===== src/rtl/mbx_pkg.sv =====
package mbx_pkg;
    typedef enum logic {
        FLAG_IDLE    = 1'b0,
        FLAG_PENDING = 1'b1
    } flag_state_t;

    localparam int NUM_PORTS = 2;
    localparam int PORT_L    = 0;
    localparam int PORT_R    = 1;
endpackage


===== src/rtl/mbx_port_decode.sv =====
module mbx_port_decode #(
    parameter int AW = 14,
    parameter logic [AW-1:0] POST_ADDR = '1,
    parameter logic [AW-1:0] ACK_ADDR  = '1
) (
    input  logic          ce_n,
    input  logic          rw_n,
    input  logic          oe_n,
    input  logic [AW-1:0] addr,
    output logic          post_hit,
    output logic          ack_hit
);
    logic wr_cyc;
    logic rd_cyc;

    always_comb begin
        wr_cyc   = !ce_n && !rw_n;
        rd_cyc   = !ce_n && rw_n && !oe_n;
        post_hit = wr_cyc && (addr == POST_ADDR);
        ack_hit  = rd_cyc && (addr == ACK_ADDR);
    end
endmodule


===== src/rtl/mbx_flag_fsm.sv =====
module mbx_flag_fsm
    import mbx_pkg::*;
(
    input  logic clk,
    input  logic rst_n,
    input  logic post,
    input  logic ack,
    input  logic busy_n,
    output logic int_n
);
    flag_state_t state_q;
    flag_state_t state_d;

    always_ff @(posedge clk or negedge rst_n) begin
        if (!rst_n) state_q <= FLAG_IDLE;
        else        state_q <= state_d;
    end

    always_comb begin
        state_d = state_q;
        if (busy_n) begin
            unique case (state_q)
                FLAG_IDLE:    if (post) state_d = FLAG_PENDING;
                FLAG_PENDING: if (ack && !post) state_d = FLAG_IDLE;
                default:      state_d = FLAG_IDLE;
            endcase
        end
    end

    always_comb begin
        int_n = (state_q != FLAG_PENDING);
    end


    post_raises_chk: assert property (@(posedge clk) disable iff (!rst_n)
        (post && busy_n) |=> !int_n);

    ack_drops_chk: assert property (@(posedge clk) disable iff (!rst_n)
        (ack && !post && busy_n) |=> int_n);

    busy_masks_chk: assert property (@(posedge clk) disable iff (!rst_n)
        !busy_n |=> $stable(int_n));

    idle_holds_chk: assert property (@(posedge clk) disable iff (!rst_n)
        (!post && !ack) |=> $stable(int_n));
endmodule


===== src/rtl/mbx_irq.sv =====
module mbx_irq
    import mbx_pkg::*;
#(
    parameter int AW = 14
) (
    input  logic          clk,
    input  logic          rst_n,
    input  logic          l_ce_n,
    input  logic          l_rw_n,
    input  logic          l_oe_n,
    input  logic [AW-1:0] l_addr,
    input  logic          l_busy_n,
    input  logic          r_ce_n,
    input  logic          r_rw_n,
    input  logic          r_oe_n,
    input  logic [AW-1:0] r_addr,
    input  logic          r_busy_n,
    output logic          l_int_n,
    output logic          r_int_n
);
    localparam logic [AW-1:0] TOP_ADDR  = {AW{1'b1}};
    localparam logic [AW-1:0] NEXT_ADDR = TOP_ADDR - 1'b1;

    logic [NUM_PORTS-1:0]        p_ce_n;
    logic [NUM_PORTS-1:0]        p_rw_n;
    logic [NUM_PORTS-1:0]        p_oe_n;
    logic [NUM_PORTS-1:0][AW-1:0] p_addr;
    logic [NUM_PORTS-1:0]        p_post;
    logic [NUM_PORTS-1:0]        p_ack;

    assign p_ce_n = {r_ce_n, l_ce_n};
    assign p_rw_n = {r_rw_n, l_rw_n};
    assign p_oe_n = {r_oe_n, l_oe_n};
    assign p_addr = {r_addr, l_addr};

    // Left posts to TOP and acknowledges NEXT; right does the mirror.
    for (genvar g = 0; g < NUM_PORTS; g++) begin : g_port
        mbx_port_decode #(
            .AW        (AW),
            .POST_ADDR ((g == PORT_L) ? TOP_ADDR  : NEXT_ADDR),
            .ACK_ADDR  ((g == PORT_L) ? NEXT_ADDR : TOP_ADDR)
        ) u_dec (
            .ce_n     (p_ce_n[g]),
            .rw_n     (p_rw_n[g]),
            .oe_n     (p_oe_n[g]),
            .addr     (p_addr[g]),
            .post_hit (p_post[g]),
            .ack_hit  (p_ack[g])
        );
    end

    mbx_flag_fsm u_flag_r (
        .clk    (clk),
        .rst_n  (rst_n),
        .post   (p_post[PORT_L]),
        .ack    (p_ack[PORT_R]),
        .busy_n (r_busy_n),
        .int_n  (r_int_n)
    );

    mbx_flag_fsm u_flag_l (
        .clk    (clk),
        .rst_n  (rst_n),
        .post   (p_post[PORT_R]),
        .ack    (p_ack[PORT_L]),
        .busy_n (l_busy_n),
        .int_n  (l_int_n)
    );


    reset_quiet_chk: assert property (@(posedge clk)
        !rst_n |=> (l_int_n && r_int_n));

    left_post_chk: assert property (@(posedge clk) disable iff (!rst_n)
        (!l_ce_n && !l_rw_n && l_addr == TOP_ADDR && r_busy_n) |=> !r_int_n);

    right_post_chk: assert property (@(posedge clk) disable iff (!rst_n)
        (!r_ce_n && !r_rw_n && r_addr == NEXT_ADDR && l_busy_n) |=> !l_int_n);

    no_touch_r_chk: assert property (@(posedge clk) disable iff (!rst_n)
        (l_ce_n && (r_ce_n || r_oe_n || !r_rw_n)) |=> $stable(r_int_n));
endmodule


===== config.mk =====
export PLATFORM = sky130hd
export DESIGN_NAME = mbx_irq
export DESIGN_NICKNAME = d
export VERILOG_FILES = /design/src/rtl/mbx_pkg.sv /design/src/rtl/mbx_port_decode.sv /design/src/rtl/mbx_flag_fsm.sv /design/src/rtl/mbx_irq.sv
export SDC_FILE = /design/constraint.sdc
export NUM_CORES = 1
export LEC_CHECK = 0
export BUFFER_PORTS_ARGS = -buffer_cell sky130_fd_sc_hd__buf_4
export CAP_MARGIN = 20
export CORE_AREA = 3 3 40 42
export CTS_CLUSTER_SIZE = 24
export DETAILED_ROUTE_END_ITERATION = 8
export DIE_AREA = 0 0 43 45
export GPL_TIMING_DRIVEN = 0
export SETUP_SLACK_MARGIN = 0.4
export SYNTH_ARGS = -nofsm -noshare
export SYNTH_HDL_FRONTEND = slang
export SYNTH_HIERARCHICAL = 1
export SYNTH_SLANG_ARGS = --single-unit

===== constraint.sdc =====
create_clock -name clk -period 0.9 [get_ports clk]
set_input_delay 0.135 -clock clk [delete_from_list [all_inputs] [get_ports clk]]
set_output_delay 0.135 -clock clk [all_outputs]
set_load 0.02 [all_outputs]

==> flow_summary.ini <==
[hold_path]
hold_path_class = in2reg

[placement]
io_buffers = 39
gp_congestion = 0.667
pre_cts_slack_ns = -0.431
dpl.cell_count = 77
place_area_um2 = 498

[power_and_ir_drop]
power_frac_comb = 0.339
seqPwrFrac = 0.214
p_switching_uw = 75.5
irDropWorstVdd_mv = 0.268
pwr-share-clk = 0.448
p_int_uw = 349
swShare = 0.178
p_per_area_nw_per_um2 = 742
finalPower_uw = 425
leakage_nw = 0.289

[yosys]
synth-simple-area-share = 0.597
postSynthAreaPerCell_um2 = 8.11
synth_top_family_by_area = simple AND/OR/NAND/NOR gates
synth_edf_count = 0
synth_fa_ha_area_frac = 0
synth_top_area_cell = dfrtp_1
ys_top_cells_by_area = dfrtp_1 (27%), nand4_1 (13%), a22o_1 (9.4%)
synthXorXnorAreaFrac = 0
synth_cells = 23
synth_cell_types = 12
synthMuxAreaShare = 0
synthDominantCellAreaShare = 0.268
ys_seq_elements = 2
dominantRegCellSynth = dfrtp_1
ys_warn_count = 6
synth_common_cells = nand2_1 (4), nand4_1 (4)
syn_nets = 61
async_reset_ff_frac = 1.00
synth_area_um2 = 186
ys_seq_area_frac = 0.268
synth-compound-area-share = 0.0940

[critical_path]
worst_ep_arrival_time_ns = 1.11
path_max_fanout = 2
cp-end-kind = flip-flop
crit_slowest_cell = nor4_2
crit_path_start_kind = input port
cp.required_ns = 1.00
cpPeakStageDelay_ns = 0.28
cp_cell_sequence = buf_6 > nand4b_1 > nor4_2 > and4b_1 > nand2_1 > a22o_1
r2r_slack_ns = 0.09
crit_type = in2reg

[finish]
instances_no_fill = 83
nets = 108
fin_area_um2 = 573
num_antenna_cells = 0
layout-drive-gt1-share = 0.721
syn_to_final_growth_pct = 207

[outcome]
status = finished, violations left
violations = setup timing

[clock_tree]
clk_path_buf_depth = 2
clk_latency_ns = 0.22
cts_buffers = 3
htree_levels = 1
root_buffer = clkbuf_4
clock_sinks = 2
clk_pin_slew_ns = 0.03
cts_tree = done

[sta]
finalSetupViolations = 2
rsz0062_at_grt = true
setup_ws_ns = -0.102
max_freq_ghz = 0.998
tightest_slew_ns = 0.223
max_slew_margin = 0.850
final_hold_viol_count = 0
period_share = 1.11
finClkSkew_ns = 0
slew_violations = 0
finalCriticalPeriod_ns = 1.00

[routing]
ant_nets = 0
firstDrtPassIters = 1
drc_errors = 0
routed_wl_um = 874
first_iter_violations = 0
wire_per_inst_um = 10.5
via_count = 365
via_per_inst = 4.40

[floorplanning]
die_h_um = 45
start_util = 0.145
coreArea_um2 = 1280
fp-row-count = 13
die_x_um = 43
ios = 40
dieArea_um2 = 1940

[grt]
grt_pass1_wl_um = 1350
grt_max_degree = 3
grt_antenna_before_repair = 0
grt_overflow = 0
grt_util_all_layers = 0.0916
grt_pass1_vias = 411

[flow_run]
cap_violations = 0
per-layer routing:
layer / routed length [um] / vias up / track usage
met2: 499 / 24 / 0.198
li1: - / 182 / -
met4: 0 / 0 / 0.0542
met5: 0 / - / 0
met1: 231 / 159 / 0.0699
met3: 143 / 0 / 0.0239
layout by cell type (no fill, tap or decap):
master,instances
inv_2,2
and4b_1,1
a22o_1,2
nand4b_1,2
clkbuf_4,3
nor3b_2,1
nand2_1,4
and3b_1,1
buf_4,37
buf_6,4
dfrtp_1,2
dlygate4sd3_1,1
and3_1,1
nor4_2,2
nor2_1,1
nand4_1,4
worst paths after layout:
check / from / endpoint / depth (start not counted)
max: r_ce_n / u_flag_r/state_q / 6
min in group asynchronous: rst_n / u_flag_r/state_q / 2
max in group asynchronous: rst_n / u_flag_l/state_q / 2
max reg2reg: u_flag_r/state_q / u_flag_r/state_q / 2
min reg2reg: u_flag_l/state_q / u_flag_l/state_q / 2
min: r_busy_n / u_flag_r/state_q / 2
per-stage QoR:
step / hold WS (ns) / utilization / TNS, ns
after CTS: 0.151 / 0.446 / -0.211
after global placement: -0.0816 / 0.388 / -0.769
after floorplan: -0.161 / - / -0.330
after detailed placement: -0.0811 / 0.388 / -0.807
after global routing: 0.155 / 0.446 / -0.357
final: 0.156 / 0.446 / -0.168
layout make-up:
type	count	area, um2
fill	144	712
timing repair buffer	42	333
multi-input combinational	19	141
sequential	2	50.0
clock buffer	3	22.5
tap	15	18.8
inverter	2	7.51
worst max-delay path: cells and delay by family:
family          cells  cell delay (ns)
buf+inv             1             0.09
compound gates      1             0.16
simple gates        4             0.72
flip-flops by register name, indices dropped and copies added (netlist names):
register / count
u_flag_l/state_q: 1
u_flag_r/state_q: 1
cells by family (layout without fill, tap and decap cells):
kind of cell | count (synthesis) | count (layout)
and+or+nand+nor | 17 | 17
AOI/OAI and AO/OA | 2 | 2
DFF | 2 | 2
buffers and inverters | 2 | 47
power by group through the flow:
| stage | Sequential [mW] | Combinational, mW | Clock (mW) |
|---|---|---|---|
| global placement | 0.0917 | 0.133 | 0 |
| floorplan | 0.0917 | 0.00978 | 0 |
| CTS | 0.0907 | 0.145 | 0.200 |
| finish | 0.0908 | 0.144 | 0.190 |
| global route | 0.0907 | 0.156 | 0.205 |
| detailed placement | 0.0917 | 0.136 | 0 |
repair_timing:
item                                   CTS  global route
resized for setup                        6             0
endpoints found under the hold margin    2             0
setup buffers                            2             0
hold buffers                             1             0
setup endpoints to repair                4             4
No activity file was read; power rests on OpenSTA's default activity.
